### src/rtl/dll_pkg.sv
package dll_pkg;
    typedef enum logic [1:0] {
        ST_IDLE = 2'd0,
        ST_REQ  = 2'd1,
        ST_WAIT = 2'd2
    } dll_state_e;
endpackage

### src/rtl/dll_sw_regs.sv
module dll_sw_regs #(
    parameter int AW  = 16,
    parameter int SZW = 12
) (
    input  logic           clk,
    input  logic           rst_n,
    input  logic           addr_we,
    input  logic [AW-1:0]  addr_wdata,
    input  logic           size_we,
    input  logic [SZW:0]   size_wdata,
    input  logic           accept,
    output logic [AW-1:0]  addr_q,
    output logic [SZW-1:0] size_q,
    output logic           upd_q
);
    typedef struct packed {
        logic [AW-1:0]  addr;
        logic [SZW-1:0] size;
        logic           upd;
    } regs_t;

    regs_t r_q, r_d;

    always_comb begin
        r_d = r_q;
        if (accept) begin
            r_d.upd = 1'b0;
        end else if (!r_q.upd) begin
            if (addr_we) r_d.addr = addr_wdata;
            if (size_we) begin
                r_d.size = size_wdata[SZW-1:0];
                r_d.upd  = size_wdata[SZW];
            end
        end
    end

    always_ff @(posedge clk) begin
        if (!rst_n) r_q <= '0;
        else        r_q <= r_d;
    end

    assign addr_q = r_q.addr;
    assign size_q = r_q.size;
    assign upd_q  = r_q.upd;
endmodule

### src/rtl/dll_replay.sv
module dll_replay
    import dll_pkg::*;
#(
    parameter int AW  = 16,
    parameter int SZW = 12,
    parameter int RAW = 16,
    parameter int DW  = 32
) (
    input  logic            clk,
    input  logic            rst_n,
    input  logic            frame_end,
    input  logic            upd_in,
    input  logic [AW-1:0]   addr_in,
    input  logic [SZW-1:0]  size_in,
    output logic            accept,
    output logic            busy,
    output logic            mem_req,
    output logic [AW-1:0]   mem_addr,
    input  logic            mem_rvalid,
    input  logic [2*DW-1:0] mem_rdata,
    output logic            wr_en,
    output logic [RAW-1:0]  wr_addr,
    output logic [DW-1:0]   wr_data,
    output logic            done,
    output logic            ovr
);
    localparam int CNTW = SZW - 3;

    typedef struct packed {
        dll_state_e      state;
        logic [AW-1:0]   cur_addr;
        logic [CNTW-1:0] left;
        logic            wr_en;
        logic [RAW-1:0]  wr_addr;
        logic [DW-1:0]   wr_data;
        logic            done;
        logic            ovr;
    } fsm_t;

    fsm_t s_q, s_d;

    always_comb begin
        s_d       = s_q;
        s_d.wr_en = 1'b0;
        s_d.done  = 1'b0;
        accept    = 1'b0;
        unique case (s_q.state)
            ST_IDLE: begin
                if (frame_end && upd_in) begin
                    accept       = 1'b1;
                    s_d.cur_addr = {addr_in[AW-1:3], 3'b000};
                    s_d.left     = size_in[SZW-1:3];
                    if (size_in[SZW-1:3] == '0) s_d.done  = 1'b1;
                    else                        s_d.state = ST_REQ;
                end
            end
            ST_REQ: s_d.state = ST_WAIT;
            ST_WAIT: begin
                if (mem_rvalid) begin
                    s_d.wr_en   = 1'b1;
                    s_d.wr_addr = mem_rdata[DW+RAW-1:DW];
                    s_d.wr_data = mem_rdata[DW-1:0];
                    if (s_q.left == CNTW'(1)) begin
                        s_d.done  = 1'b1;
                        s_d.state = ST_IDLE;
                    end else begin
                        s_d.left     = s_q.left - CNTW'(1);
                        s_d.cur_addr = s_q.cur_addr + AW'(8);
                        s_d.state    = ST_REQ;
                    end
                end
            end
            default: s_d.state = ST_IDLE;
        endcase
        if (frame_end && s_q.state != ST_IDLE) s_d.ovr = 1'b1;
    end

    always_ff @(posedge clk) begin
        if (!rst_n) s_q <= '0;
        else        s_q <= s_d;
    end

    assign busy     = (s_q.state != ST_IDLE);
    assign mem_req  = (s_q.state == ST_REQ);
    assign mem_addr = s_q.cur_addr;
    assign wr_en    = s_q.wr_en;
    assign wr_addr  = s_q.wr_addr;
    assign wr_data  = s_q.wr_data;
    assign done     = s_q.done;
    assign ovr      = s_q.ovr;
endmodule

### src/rtl/dll_loader.sv
module dll_loader #(
    parameter int AW  = 16,
    parameter int SZW = 12,
    parameter int RAW = 16,
    parameter int DW  = 32
) (
    input  logic            clk,
    input  logic            rst_n,
    input  logic            sw_addr_we,
    input  logic [AW-1:0]   sw_addr_wdata,
    input  logic            sw_size_we,
    input  logic [SZW:0]    sw_size_wdata,
    input  logic            frame_end,
    output logic [AW-1:0]   rd_addr,
    output logic [SZW-1:0]  rd_size,
    output logic            rd_upd,
    output logic            mem_req,
    output logic [AW-1:0]   mem_addr,
    input  logic            mem_rvalid,
    input  logic [2*DW-1:0] mem_rdata,
    output logic            wr_en,
    output logic [RAW-1:0]  wr_addr,
    output logic [DW-1:0]   wr_data,
    output logic            display_start,
    output logic            overrun
);
    logic accept;
    logic busy;

    dll_sw_regs #(.AW(AW), .SZW(SZW)) u_regs (
        .clk        (clk),
        .rst_n      (rst_n),
        .addr_we    (sw_addr_we),
        .addr_wdata (sw_addr_wdata),
        .size_we    (sw_size_we),
        .size_wdata (sw_size_wdata),
        .accept     (accept),
        .addr_q     (rd_addr),
        .size_q     (rd_size),
        .upd_q      (rd_upd)
    );

    dll_replay #(.AW(AW), .SZW(SZW), .RAW(RAW), .DW(DW)) u_fsm (
        .clk        (clk),
        .rst_n      (rst_n),
        .frame_end  (frame_end),
        .upd_in     (rd_upd),
        .addr_in    (rd_addr),
        .size_in    (rd_size),
        .accept     (accept),
        .busy       (busy),
        .mem_req    (mem_req),
        .mem_addr   (mem_addr),
        .mem_rvalid (mem_rvalid),
        .mem_rdata  (mem_rdata),
        .wr_en      (wr_en),
        .wr_addr    (wr_addr),
        .wr_data    (wr_data),
        .done       (display_start),
        .ovr        (overrun)
    );
endmodule

### config.mk
export PLATFORM = sky130hd
export DESIGN_NAME = dll_loader
export DESIGN_NICKNAME = d
export VERILOG_FILES = /design/src/rtl/dll_pkg.sv /design/src/rtl/dll_sw_regs.sv /design/src/rtl/dll_replay.sv /design/src/rtl/dll_loader.sv
export SDC_FILE = /design/constraint.sdc
export NUM_CORES = 1
export LEC_CHECK = 0
export BUFFER_PORTS_ARGS = -buffer_cell sky130_fd_sc_hd__clkbuf_2
export CAP_MARGIN = 30
export CORE_UTILIZATION = 35
export CTS_CLUSTER_SIZE = 8
export DETAILED_ROUTE_END_ITERATION = 12
export PLACE_DENSITY_LB_ADDON = 0.1
export SLEW_MARGIN = 20
export SYNTH_ARGS = -nofsm -noshare
export SYNTH_HDL_FRONTEND = slang
export SYNTH_HIERARCHICAL = 1
export SYNTH_SLANG_ARGS = --single-unit
### constraint.sdc
create_clock -name clk -period 3.2 [get_ports clk]
set_clock_uncertainty 0.1 [all_clocks]
set_input_delay 0.96 -clock clk [delete_from_list [all_inputs] [get_ports clk]]
set_output_delay 0.96 -clock clk [all_outputs]
set_load 0.01 [all_outputs]
# Word level (Yosys, flattened, before mapping)
# Cells that the tools add are included.
[totals]
elab_cells = 51
ff_bits = 107
out_inout_bits = 97
input_bits = 99
[classes]
reduce_logical = 13
n_bitwise = 3
addsub = 2
n_mux = 15
n_eq_ne = 7
[op_table]
columns = ["operator", "count"]
rows = [
  ["two-way mux 77 bit", 1],
  ["case mux 25 bit (2 select lines)", 1],
  ["two-way mux 27 bit", 1],
  ["two-way mux 25 bit", 1],
  ["adder 16 x 4 -> 16 bit, second input constant", 1],
  ["== test 9 x 1 -> 1 bit, second input constant", 1],
  ["logical NOT 9 bit", 1],
  ["AND reduction 3 bit", 3],
  ["subtractor 9 x 1 -> 9 bit, second input constant", 1],
  ["two-way mux 1 bit", 8],
  ["inequality test 2 bit, second input constant", 3],
  ["case mux 2 bit (3 select lines)", 1],
  ["AND reduction 2 bit", 2],
  ["AND reduction 4 bit", 1],
  ["nonzero test 2 bit", 2],
  ["NOT 1 bit", 3],
  ["== test 2 x 1 -> 1 bit, second input constant", 1],
  ["== test 2 bit, second input constant", 1],
  ["logical AND 1 bit", 2],
  ["logical NOT 2 bit", 1],
  ["two-way mux 2 bit", 1],
  ["inequality test 2 x 1 -> 1 bit, second input constant", 1],
  ["case mux 1 bit (2 select lines)", 1],
  ["OR reduction 2 bit", 1],
]

# Depth between registers and ports, before layout
[depth]
ltp_word = 5
ltp_mapped = 9
ltp_nobuf = 6

# By module
# Netlist, hierarchy kept.
[modules_own_cells]
columns = ["mod", "seq_area_each_um2", "n_inst", "cells_each", "area_each_um2"]
rows = [
  ["dll_replay", 1501.4, 1, 482, 3873.7],
  ["dll_sw_regs", 580.6, 1, 126, 1184.9],
]

# Worst setup path before layout
# OpenSTA, ideal clock, no wires.
[synth_path]
path_type = "input-to-reg"
startpoint = "in frame_end"
endpoint = "reg u_regs.r_q, in the netlist u_regs/addr_q[0]"
setup_ns = 0.072
path_slack_ns = 0.984
path_stages = 9
t_arrival_ns = 2.044
required_ns = 3.028
n_path_buf = 4
cell_sequence = "nand2_1 > or2_1 > buf_6 > clkinv_4 > buf_6 > nor3b_2 > buf_6 > buf_12 > mux2i_1"
[synth_between]
elab_chain_cells = 5
[synth_rtl]
columns = ["item", "line", "text"]
rows = [
  ["start, declared", "dll_loader.sv:13", "input logic frame_end,"],
  ["logical AND 1 bit", "dll_replay.sv:49", "if (frame_end && upd_in) begin"],
  ["two-way mux 1 bit", "dll_replay.sv:49", ""],
  ["two-way mux 1 bit", "dll_replay.sv:47", "unique case (s_q.state)"],
  ["named net accept", "dll_loader.sv:27", "logic accept;"],
  ["NOT 1 bit (no source line)", "--", ""],
  ["AND reduction 3 bit (no source line)", "--", ""],
  ["end signal, assigned", "dll_sw_regs.sv:39", "else r_q <= r_d;"],
  ["end, declared", "dll_sw_regs.sv:22", "regs_t r_q, r_d;"],
]
# The timed path passes the listed nets, and every way through them passes these cells.
# A chain may end at the register's enable or synchronous reset.

# Worst setup path after layout
[layout_path]
startpoint = "in frame_end"
endpoint = "reg u_regs.r_q, in the netlist u_regs/addr_q[1]"
# The elaborated chain is that of the path after synthesis.

==> flow_metrics.env <==
export IMPL_cts_sinks=104
export IMPL_worstPathRequired_ns=3.37
export IMPL_ys_top_cells_by_count="nand2_1 (174), dfxtp_1 (104), a21oi_1 (64), buf_4 (64), mux2i_1 (28)"
export IMPL_post_cts_buffers=0
export IMPL_hold_viol_final=0
export IMPL_vdd_ir_drop_max_mv=0.237
export IMPL_grt_pass1_vias=4164
export IMPL_drtAntennaViolNets=0
export IMPL_postCtsHoldBufs=0
export IMPL_cts_buffers=9
export IMPL_via_per_inst=4.99
export IMPL_gp_congestion=0.797
export IMPL_worst_ep_arrival_time_ns=2.51
export IMPL_cts_root_to_sink_buffers=2
export IMPL_clk_pin_slew_ns=0.06
export IMPL_drt_initial_drc_count=262
export IMPL_cts_htree_levels=3
export IMPL_finalSetupViolCount=0
export IMPL_die_x_um=122
export IMPL_fin_crit_sh_pct=73.1
export IMPL_grt_usage_pct=17.3
export IMPL_crit_type="input pin to flop"
export IMPL_worstPathMaxFanout=16
export IMPL_post_route_drc_count=0
export IMPL_dr_total_vias=4437
export IMPL_synthCells=608
export IMPL_dieHeight_um=122
export IMPL_fmax_mhz=427
export IMPL_ys_async_sr_fraction_pct=0
export IMPL_fin_nets=808
export IMPL_synth_edf_count=0
export IMPL_start_util_pct=36.2
export IMPL_drv_slew=0
export IMPL_synth_area_um2=5060
export IMPL_ys_flop_type="dfxtp_1"
export IMPL_synth_top_cell_area_share_pct=41.2
export IMPL_grt_pass1_wl_mm=20.3
export IMPL_rsz0062_at_grt="no"
export IMPL_ctsResizeCount=0
export IMPL_tritoncts="built"
export IMPL_wirelength_mm=13.0
export IMPL_port_buffer_count=176
export IMPL_synth_yosys_seq_area_share_pct=41.2
export IMPL_crit_path_start_kind="input pin"
export IMPL_core_um2=14000
export IMPL_first_pass_iters=4
export IMPL_detailed_place_hpwl_mm=9.20
export IMPL_grt_start_max_net_pins=74
export IMPL_yosys_top_cells_area="dfxtp_1 (41%), nand2_1 (13%), buf_4 (9.5%)"
export IMPL_cap_violations=0
export IMPL_top_level_ports=196
export IMPL_cts_root_buf="clkbuf_16"
export IMPL_diodes=0
export IMPL_clock_latency_ns=0.34
export IMPL_p_leak_nw=2.47
export IMPL_post_route_min_period_ns=2.34
export IMPL_min_path_type="flop to flop"
export IMPL_yosys_register_bits=104
export IMPL_yosysMostFrequentCell="nand2_1"
export IMPL_outcome="finished, final reports clean"
export IMPL_synth_avg_cell_area_um2=8.32
export IMPL_wl_per_cell_um=14.6
export IMPL_ys_warn_count=6
export IMPL_synth_top_area_cell="dfxtp_1"
export IMPL_drive_gt1_share_pct=31.1
export IMPL_antenna_found_initial=0
export IMPL_die_area_um2=14900
export IMPL_rows=43
export IMPL_globalRouteOverflowTotal=0
export IMPL_hold_ws_ns=0.353
export IMPL_end_kind="flop"
export IMPL_worst_slew_pin_slew_ns=0.717
export IMPL_area_growth_pct=15.5
export IMPL_fin_util_pct=41.8
export IMPL_tns_ns=0
export IMPL_synth_cell_types=56
export IMPL_relSlewSlack_pct=52.1
export IMPL_power_density_nw_per_um2=467
## layout make-up
| type | instances | area (µm²) |
|---|---|---|
| Fill cell | 1467 | 8150 |
| Inverter | 8 | 35.0 |
| Clock buffer | 15 | 268 |
| Tap cell | 180 | 225 |
| Multi-Input combinational cell | 394 | 2250 |
| Sequential cell | 104 | 2080 |
| Timing Repair Buffer | 189 | 986 |
## layer usage
metal	part of all wire, %	track usage, %	routed length, µm	vias up
met3	8.3	5.02	1080	15
met1	45	21.9	5900	2054
met5	0	0	0	-
met4	1.6	7.39	202	0
li1	-	-	-	2208
met2	45	27.5	5840	160
## placed cells by master, fill, tap and decap left out, types with 2 or more instances in the layout
master	n
a211oi_1	3
a21oi_1	64
a221oi_1	2
a22oi_1	7
a2bb2oi_1	2
a311oi_1	2
a32o_1	4
a32oi_1	7
buf_4	12
clkbuf_1	4
clkbuf_16	9
clkbuf_2	176
clkbuf_8	2
conb_1	3
dfxtp_1	104
ha_1	3
inv_1	6
mux2i_1	28
nand2_1	174
nand3_1	5
nand4_1	4
nor2_1	20
nor3_1	13
nor3b_1	3
nor4_1	5
o21ai_0	4
o221a_2	2
o22ai_1	3
o311a_1	2
o32ai_2	9
or2_1	2
## sequential cells by signal, indices dropped and copies added (netlist names)
signal,flops
u_regs/size_q,12
u_fsm/wr_data,32
u_fsm/mem_addr,13
u_fsm/ovr,1
u_fsm/wr_addr,16
u_regs/addr_q,16
u_regs/upd_q,1
u_fsm/s_q,11
u_fsm/wr_en,1
u_fsm/done,1
## report_power, final
group	switching, mW	internal, mW	total, mW
sequential	0.0476	1.34	1.39
combinational	0.180	0.141	0.321
clock	0.452	0.568	1.02
total	0.680	2.05	2.73
## path summary, 6_finish.rpt
path / startpoint / to / slack (ns) / depth (start not counted)
setup / recovery: frame_end / u_regs/addr_q[1] / 0.86 / 7
hold / removal: u_fsm/wr_data[19] / u_fsm/wr_data[19] / 0.35 / 2
setup reg to reg: u_fsm/s_q[77] / u_regs/addr_q[1] / 1.06 / 6
hold reg to reg: u_fsm/wr_data[19] / u_fsm/wr_data[19] / 0.35 / 2
## kinds of logic after synthesis
| family | count (synthesis) | synth area share (%) |
|---|---|---|
| other | 1 | 0.0741 |
| and+or+nand+nor | 239 | 20.4 |
| DFF | 104 | 41.2 |
| buffers and inverters | 112 | 14.6 |
| muxes | 28 | 5.54 |
| AOI/OAI and AO/OA | 121 | 17.5 |
| adders and majority gates | 3 | 0.742 |
## stage by stage
stage	worst slack (ns)	std cells	area, µm²	power [mW]
floorplan	0.984	610	5070	1.62
global placement	0.563	874	5560	1.73
detailed placement	0.514	875	5570	1.74
CTS	0.867	890	5840	2.78
global route	0.796	890	5840	2.87
finish	0.860	890	5840	2.73
## critical path: stages
cell and delay, ns:
clkbuf_2 0.09, nand2_1 0.08, or2_1 0.41, clkinv_4 0.25, nor3b_2 0.20, buf_4 0.29
mux2i_1 0.22
(Power assumes the default switching activity.)
